## config.mk

```make
export PLATFORM = sky130hd
export DESIGN_NAME = hazard_unit
export DESIGN_NICKNAME = d
export VERILOG_FILES = /design/src/rtl/hz_pkg.sv /design/src/rtl/hz_match.sv /design/src/rtl/hz_fwd_pick.sv /design/src/rtl/hz_load_use.sv /design/src/rtl/hazard_unit.sv
export SDC_FILE = /design/constraint.sdc
export NUM_CORES = 1
export LEC_CHECK = 0
export BUFFER_PORTS_ARGS = -buffer_cell sky130_fd_sc_hd__buf_2
export CAP_MARGIN = 0
export CORE_AREA = 3 3 40 42
export DETAILED_ROUTE_END_ITERATION = 16
export DIE_AREA = 0 0 43 45
export PLACE_DENSITY = 0.82
export SLEW_MARGIN = 30
export SYNTH_ARGS = -nofsm -noshare
export SYNTH_HDL_FRONTEND = slang
export SYNTH_SLANG_ARGS = --single-unit
export TNS_END_PERCENT = 100
```

## constraint.sdc

```tcl
create_clock -name vclk -period 1.4
set_clock_uncertainty 0.2 [all_clocks]
set_input_delay 0.07 -clock vclk [all_inputs]
set_output_delay 0.07 -clock vclk [all_outputs]
set_load 0.01 [all_outputs]
```

## src/rtl/hz_pkg.sv

```systemverilog
package hz_pkg;
  // operand source selection; codes are decoded by the datapath muxes
  typedef enum logic [1:0] {
    SRC_RF  = 2'b00,
    SRC_WB  = 2'b01,
    SRC_MEM = 2'b10
  } fwd_src_e;
endpackage

```

## src/rtl/hz_match.sv

```systemverilog
module hz_match #(
  parameter int REG_W    = 5,
  parameter int ZERO_REG = 31
) (
  input  logic             wen,
  input  logic [REG_W-1:0] dst,
  input  logic [REG_W-1:0] src,
  output logic             hit
);
  localparam logic [REG_W-1:0] ZERO_ID = REG_W'(ZERO_REG);

  // a producer counts only if it truly writes a real register
  assign hit = wen && (dst != ZERO_ID) && (dst == src);
endmodule

```

## src/rtl/hz_fwd_pick.sv

```systemverilog
module hz_fwd_pick
  import hz_pkg::*;
#(
  parameter int REG_W    = 5,
  parameter int ZERO_REG = 31
) (
  input  logic             [REG_W-1:0] src,
  input  logic                         mem_wen,
  input  logic             [REG_W-1:0] mem_dst,
  input  logic                         wb_wen,
  input  logic             [REG_W-1:0] wb_dst,
  output fwd_src_e                     sel
);
  logic mem_hit;
  logic wb_hit;

  hz_match #(.REG_W(REG_W), .ZERO_REG(ZERO_REG)) u_mem (
    .wen(mem_wen), .dst(mem_dst), .src(src), .hit(mem_hit)
  );
  hz_match #(.REG_W(REG_W), .ZERO_REG(ZERO_REG)) u_wb (
    .wen(wb_wen), .dst(wb_dst), .src(src), .hit(wb_hit)
  );

  // younger producer is examined first
  always_comb begin
    if (mem_hit)     sel = SRC_MEM;
    else if (wb_hit) sel = SRC_WB;
    else             sel = SRC_RF;
  end
endmodule

```

## src/rtl/hz_load_use.sv

```systemverilog
module hz_load_use #(
  parameter int REG_W    = 5,
  parameter int ZERO_REG = 31
) (
  input  logic             ex_is_load,
  input  logic             ex_wen,
  input  logic [REG_W-1:0] ex_dst,
  input  logic [REG_W-1:0] id_src_a,
  input  logic [REG_W-1:0] id_src_b,
  input  logic             id_is_store,
  output logic             stall
);
  logic base_hit;
  logic data_hit;

  hz_match #(.REG_W(REG_W), .ZERO_REG(ZERO_REG)) u_base (
    .wen(ex_wen), .dst(ex_dst), .src(id_src_a), .hit(base_hit)
  );
  hz_match #(.REG_W(REG_W), .ZERO_REG(ZERO_REG)) u_data (
    .wen(ex_wen), .dst(ex_dst), .src(id_src_b), .hit(data_hit)
  );

  // a store's data operand is supplied later, so only its base needs the wait
  logic need_b;
  assign need_b = data_hit && !id_is_store;
  assign stall  = ex_is_load && (base_hit || need_b);
endmodule

```

## src/rtl/hazard_unit.sv

```systemverilog
module hazard_unit
  import hz_pkg::*;
#(
  parameter int REG_W    = 5,
  parameter int ZERO_REG = 31
) (
  input  logic [REG_W-1:0] id_src_a,
  input  logic [REG_W-1:0] id_src_b,
  input  logic             id_is_store,
  input  logic [REG_W-1:0] ex_src_a,
  input  logic [REG_W-1:0] ex_src_b,
  input  logic [REG_W-1:0] ex_dst,
  input  logic             ex_wen,
  input  logic             ex_is_load,
  input  logic [REG_W-1:0] mem_dst,
  input  logic             mem_wen,
  input  logic [REG_W-1:0] wb_dst,
  input  logic             wb_wen,
  output logic [1:0]       fwd_a,
  output logic [1:0]       fwd_b,
  output logic             pc_we,
  output logic             ifid_we,
  output logic             idex_bubble
);
  localparam int N_OPND = 2;

  logic     [REG_W-1:0] opnd_src [N_OPND];
  fwd_src_e             opnd_sel [N_OPND];
  logic                 hold;

  assign opnd_src[0] = ex_src_a;
  assign opnd_src[1] = ex_src_b;

  for (genvar g = 0; g < N_OPND; g++) begin : g_opnd
    hz_fwd_pick #(.REG_W(REG_W), .ZERO_REG(ZERO_REG)) u_pick (
      .src    (opnd_src[g]),
      .mem_wen(mem_wen),
      .mem_dst(mem_dst),
      .wb_wen (wb_wen),
      .wb_dst (wb_dst),
      .sel    (opnd_sel[g])
    );
  end

  assign fwd_a = opnd_sel[0];
  assign fwd_b = opnd_sel[1];

  hz_load_use #(.REG_W(REG_W), .ZERO_REG(ZERO_REG)) u_lu (
    .ex_is_load (ex_is_load),
    .ex_wen     (ex_wen),
    .ex_dst     (ex_dst),
    .id_src_a   (id_src_a),
    .id_src_b   (id_src_b),
    .id_is_store(id_is_store),
    .stall      (hold)
  );

  // fetch and decode freeze while execute receives a bubble
  assign pc_we       = !hold;
  assign ifid_we     = !hold;
  assign idex_bubble = hold;
endmodule

```

==> results of run 1 <==
-- placed cells by master, fill, tap and decap left out, types with 2 or more instances in the layout --
master and count:
buf_2 43, buf_4 6, buf_6 3, nand2_1 2, nand3_1 6, nor3_2 2, nor4_1 2, o21ai_1 2
or4_4 2, xnor2_1 13, xor2_1 17
-- path summary, 6_finish.rpt --
kind                       from        to  slack [ns]  depth (start not counted)
worst max-delay path  wb_dst[4]  fwd_a[0]       -0.05                          5
worst min-delay path     ex_wen   ifid_we        0.26                          3
-- cell families (layout without fill, tap and decap cells) --
kind of cell / Yosys count / in the layout / share of synthesized area
xor gates and xnor gates: 30 / 30 / 0.6140
and+or+nand+nor: 18 / 18 / 0.2632
AOI/OAI and AO/OA: 4 / 4 / 0.07015
buffers and inverters: 3 / 53 / 0.05263
-- cell type report --
class / count / area share
Timing Repair Buffer: 53 / 0.4069
Tap cell: 15 / 0.02471
Multi-Input combinational cell: 52 / 0.5684
-- critical path: cells and delay by family --
kind	cells	cell delay (ns)
XOR/XNOR	1	0.17
buffers and inverters	2	0.28
AND/OR/NAND/NOR	2	0.66
-- stage by stage --
stage                     setup TNS, ns  setup WS [ns]  hold slack (ns)
final                          -0.06913       -0.05371           0.2612
after global routing            -0.1767        -0.1217           0.2795
after CTS                      -0.07383       -0.04352           0.2676
after detailed placement        -0.1559       -0.07383           0.2647
after global placement         -0.05219       -0.03923           0.2490
after floorplan                       0         0.1727          0.06058
-- power groups by stage --
stage / Combinational, mW / Clock, mW / Sequential (mW)
after global routing: 0.230 / 0 / 0
final: 0.210 / 0 / 0
after detailed placement: 0.192 / 0 / 0
after CTS: 0.204 / 0 / 0
after floorplan: 0.0839 / 0 / 0
after global placement: 0.184 / 0 / 0
-- repair_timing --
action / 4_1_cts / 5_1_grt
gates resized for setup: 6 / 5
endpoints found under the setup margin: 5 / 3
pin swaps: 2 / 0
-- per-layer routing --
metal | share of wire | wire length (µm) | up-vias
met3 | 0.13 | 189 | 0
met1 | 0.35 | 500 | 241
met5 | 0 | 0 | -
li1 | - | - | 293
met4 | 0 | 0 | 0
met2 | 0.52 | 759 | 44
==> summary.txt, run 1 <==
Syn avg cell area = 7.780 µm²
Failing checks = setup timing
DRT Pass-1 Iters = 3
I/O pin total = 47
Setup bufs post-CTS = 0
Combinational Power Share = 1.000
Worst Hold Class = in2out
Die Area = 0.001935 mm²
Required time worst endpoint = 1.13 ns
Top cells by count, synth = xor2_1 (17), xnor2_1 (13), nand3_1 (6), buf_4 (3)
Clock share of power = 0
Antenna cells = 0
Unrepaired setup endpoints after global routing = yes
Grt total ovfl = 0
Gpl congestion = 0.7535
Max Transition Viols Final = 0
# fillers = 108
Drt drc = 0
Final instance area = 759.5 µm²
Count of port buffers added during placement = 47
Gr usage total = 0.1567
Total of max-cap violations = 0
Count leader, synth = xor2_1
Crit-path slowest cell = or4_4
Part of the power in registers = 0
Crit end category = output port
Worst EP arrival = 1.18 ns
Pwr Density = 276.2 mW/mm²
Hold-fix buffers at CTS = 0
Switching power = 94.91 µW
Die Wd = 43 µm
Synth top area share = 0.3480
Core Util, Final = 0.5910
Initial Util = 0.3330
Mapped Area = 427.9 µm²
Final Setup Violations = 2
Vias in the first global route = 612
Row count = 13
Multi-input logic area = 431.7 µm²
Area leader, netlist = xor2_1
Synth warn = 0
Via Count = 578
Final #Nets = 147
Delay of the slowest critical-path stage = 0.53 ns
CP most frequent cell = buf_2
Die height = 45 µm
Worst rel slew slack = 0.8081
Cell variety after synth = 15
Cells after DPL = 120
Crit Path Class = in2out
Antenna violations before repair = 0
Post-route ant nets = 0
Placed Area = 704.4 µm²
Status = complete, but fails checks
Met2 track demand over resource = 0.3293
Seq cells = 0
Layout area overhead = 77.49%
Worst-Margin Slew = 0.2853 ns
Via density = 4.817
WL final = 1.448 mm
Wire per inst = 12.07 µm
Layout cell share with drive strength beyond 1 = 0.5619
Register area share after synthesis = 0
Most Used Layer, Global Route = met2
Sw Share = 0.4524
Met1 Use GR = 0.1714
Pwr Total = 209.8 µW
CORE AREA = 0.001285 mm²
Cell count after synthesis = 55
Clk_buf instances = 0
Register area = 0 µm²
Synth area leaders = xor2_1 (35%), xnor2_1 (27%), nand3_1 (7.0%)
Largest net degree at the start of global routing = 4
Fmax = 687.9 MHz
DR iter-0 viols = 3
Worst IR drop on VDD = 0.0001109 V
Period minus WS final = 1.454 ns
CP Cell Sequence = buf_2, xor2_1, or4_4, nor4_4, buf_2
Critical-path maximum fanout = 3
Startpoint Class = input port
Grt met3 use = 0.01594
Internal Dissipation = 114.9 µW
Static leakage = 0.3620 nW
Final WS setup = -0.05371 ns
First-pass GRT wire length = 2.387 mm
Final Hold Fails = 0
Syn nets = 95
Period Utilization, post-route = 1.038
Layout Cells excl Fill = 120
Power figures use the tool's default switching activity.
==> inputs of run 2 (changes only) <==
==> constraint.sdc (replaced) <==
create_clock -name vclk -period 1.5
set_clock_uncertainty 0.2 [all_clocks]
set_input_delay 0.075 -clock vclk [all_inputs]
set_output_delay 0.075 -clock vclk [all_outputs]
set_load 0.01 [all_outputs]
==> run 2 against run 1 <==
Non-clock buffer count fell by 5. Count of clock-buffer cells in the layout did not move. Flip-flop and latch count did not move. First-iteration DRC count rose by 33%. Global-route usage fell by 2.7 points. Critical path type unchanged. Sequential share of layout area did not move. Critical path depth did not move. Power fell by 6.8%. Routed wire length fell by 0.48%. The flow still finishes with violations (setup timing). Worst hold slack got worse by 0.0012 ns. Final area fell by 2.1%. Die area did not move.
==> summary.txt, run 2 (same netlist as run 1, synthesis figures left out) <==
Via density = 5.026
Final Hold Fails = 0
Antenna cells = 0
# fillers = 111
Status = complete, but fails checks
Commonest non-fill, non-tap cell in the layout = buf_2
Final WS setup = -0.01778 ns
DRT Pass-1 Iters = 4
Layout cell share with drive strength beyond 1 = 0.5500
Post-DP HPWL = 1.205 mm
WL final = 1.441 mm
Worst Hold Path Cells = 3
Commonest non-fill, non-tap cells in the layout = buf_2 (42), xor2_1 (16), xnor2_1 (13)
Wire per inst = 12.53 µm
Final #Nets = 142
Delay of the slowest critical-path stage = 0.54 ns
Cells after DPL = 114
I/O pin total = 47
Pwr Density = 263.1 mW/mm²
Beginning of the worst hold path = ex_wen
Worst rel slew slack = 0.7073
Drt drc = 0
Gr usage total = 0.1294
First-pass GRT wire length = 2.028 mm
Antenna violations before repair = 0
Failing checks = setup timing
Layout area overhead = 73.68%
Gpl congestion = 0.7667
Internal Dissipation = 103.8 µW
Clock share of power = 0
Via Count = 578
Unrepaired setup endpoints after global routing = yes
CP Cell Sequence = buf_8, xor2_2, or4_4, nor4_4, buf_2
Row count = 13
Worst IR drop on VDD = 0.0001110 V
Layout Cells excl Fill = 115
Count of port buffers added during placement = 47
Combinational Power Share = 1.000
Die Wd = 43 µm
Total negative slack = -0.01778 ns
Die height = 45 µm
Critical-path maximum fanout = 2
Cell family with most CP delay = simple AND/OR/NAND/NOR gates
Switching power = 91.73 µW
Largest net degree at the start of global routing = 4
Seq cells = 0
Grt total ovfl = 0
Clk_buf instances = 0
Multi-input logic area = 450.4 µm²
Total of max-cap violations = 0
DR iter-0 viols = 4
Register area = 0 µm²
Fmax = 658.9 MHz
Final Setup Violations = 1
Crit Path Class = in2out
Period minus WS final = 1.518 ns
Worst-Margin Slew = 0.4354 ns
Worst hold endpoint = ifid_we
Worst hold slack = 0.2600 ns
Post-route ant nets = 0
CORE AREA = 0.001285 mm²
Worst Hold Class = in2out
Sw Share = 0.4691
Die Area = 0.001935 mm²
Crit-path slowest cell = or4_4
Crit end category = output port
Max Transition Viols Final = 0
Static leakage = 0.3387 nW
Vias in the first global route = 556
Period Utilization, post-route = 1.012
Initial Util = 0.3330
Worst EP arrival = 1.24 ns
Part of the power in registers = 0
Startpoint Class = input port
Required time worst endpoint = 1.22 ns
Buf/Inv on CP = 2
==> run 2: cell types whose count changed in the layout (fill, tap and decap cells not counted), sizes merged <==
| cell | before | now |
|---|---|---|
| buf | 53 | 48 |
==> run 2: power by group through the flow <==
stage | registers (mW) | clock network (mW) | logic, mW
final | 0 | 0 | 0.196
after global routing | 0 | 0 | 0.212
after CTS | 0 | 0 | 0.169
after detailed placement | 0 | 0 | 0.169
after global placement | 0 | 0 | 0.163
after floorplan | 0 | 0 | 0.0783
==> run 2: routing by layer <==
metal | track usage | part of all wire
met3 | 0.02789 | 0.17
met4 | 0.02410 | 0
met1 | 0.1214 | 0.30
met5 | 0 | 0
met2 | 0.2814 | 0.53
==> run 2: area by class of cell <==
class / count / share of cell area
Multi-Input combinational cell: 52 / 0.6061
Timing Repair Buffer: 48 / 0.3687
Tap cell: 15 / 0.02525
==> run 2: worst max-delay path by stage <==
stage,startpoint,to,slack [ns],depth (start not counted)
final,ex_src_a[2],fwd_a[0],-0.02,5
after global routing,ex_src_a[2],fwd_a[0],-0.04,5
after floorplan,wb_dst[4],fwd_a[0],0.26,3
after detailed placement,wb_dst[2],fwd_a[0],0.03,6
after global placement,wb_dst[2],fwd_b[0],0.06,6
after CTS,wb_dst[2],fwd_a[0],0.03,6
==> run 2: per-stage QoR <==
| step | util | power, mW | worst slack, ns | cell area (µm²) |
|---|---|---|---|---|
| floorplan | - | 0.07834 | 0.2627 | 427.9 |
| global placement | 0.5131 | 0.1628 | 0.05553 | 659.4 |
| detailed placement | 0.5131 | 0.1686 | 0.03246 | 659.4 |
| CTS | 0.5131 | 0.1694 | 0.03218 | 659.4 |
| global route | 0.5784 | 0.2123 | -0.03603 | 743.2 |
| finish | 0.5784 | 0.1956 | -0.01778 | 743.2 |
==> run 2: repair_timing <==
item,4_1_cts,5_1_grt
hold buffers,0,0
setup endpoints to repair,0,3
resized for setup,0,17
setup buffers,0,1
==> run 2: tightest hold or removal path, delay by kind of cell <==
kind | cells | cell delay, ns
AOI/OAI and AO/OA | 1 | 0.07
buffers and inverters | 2 | 0.23
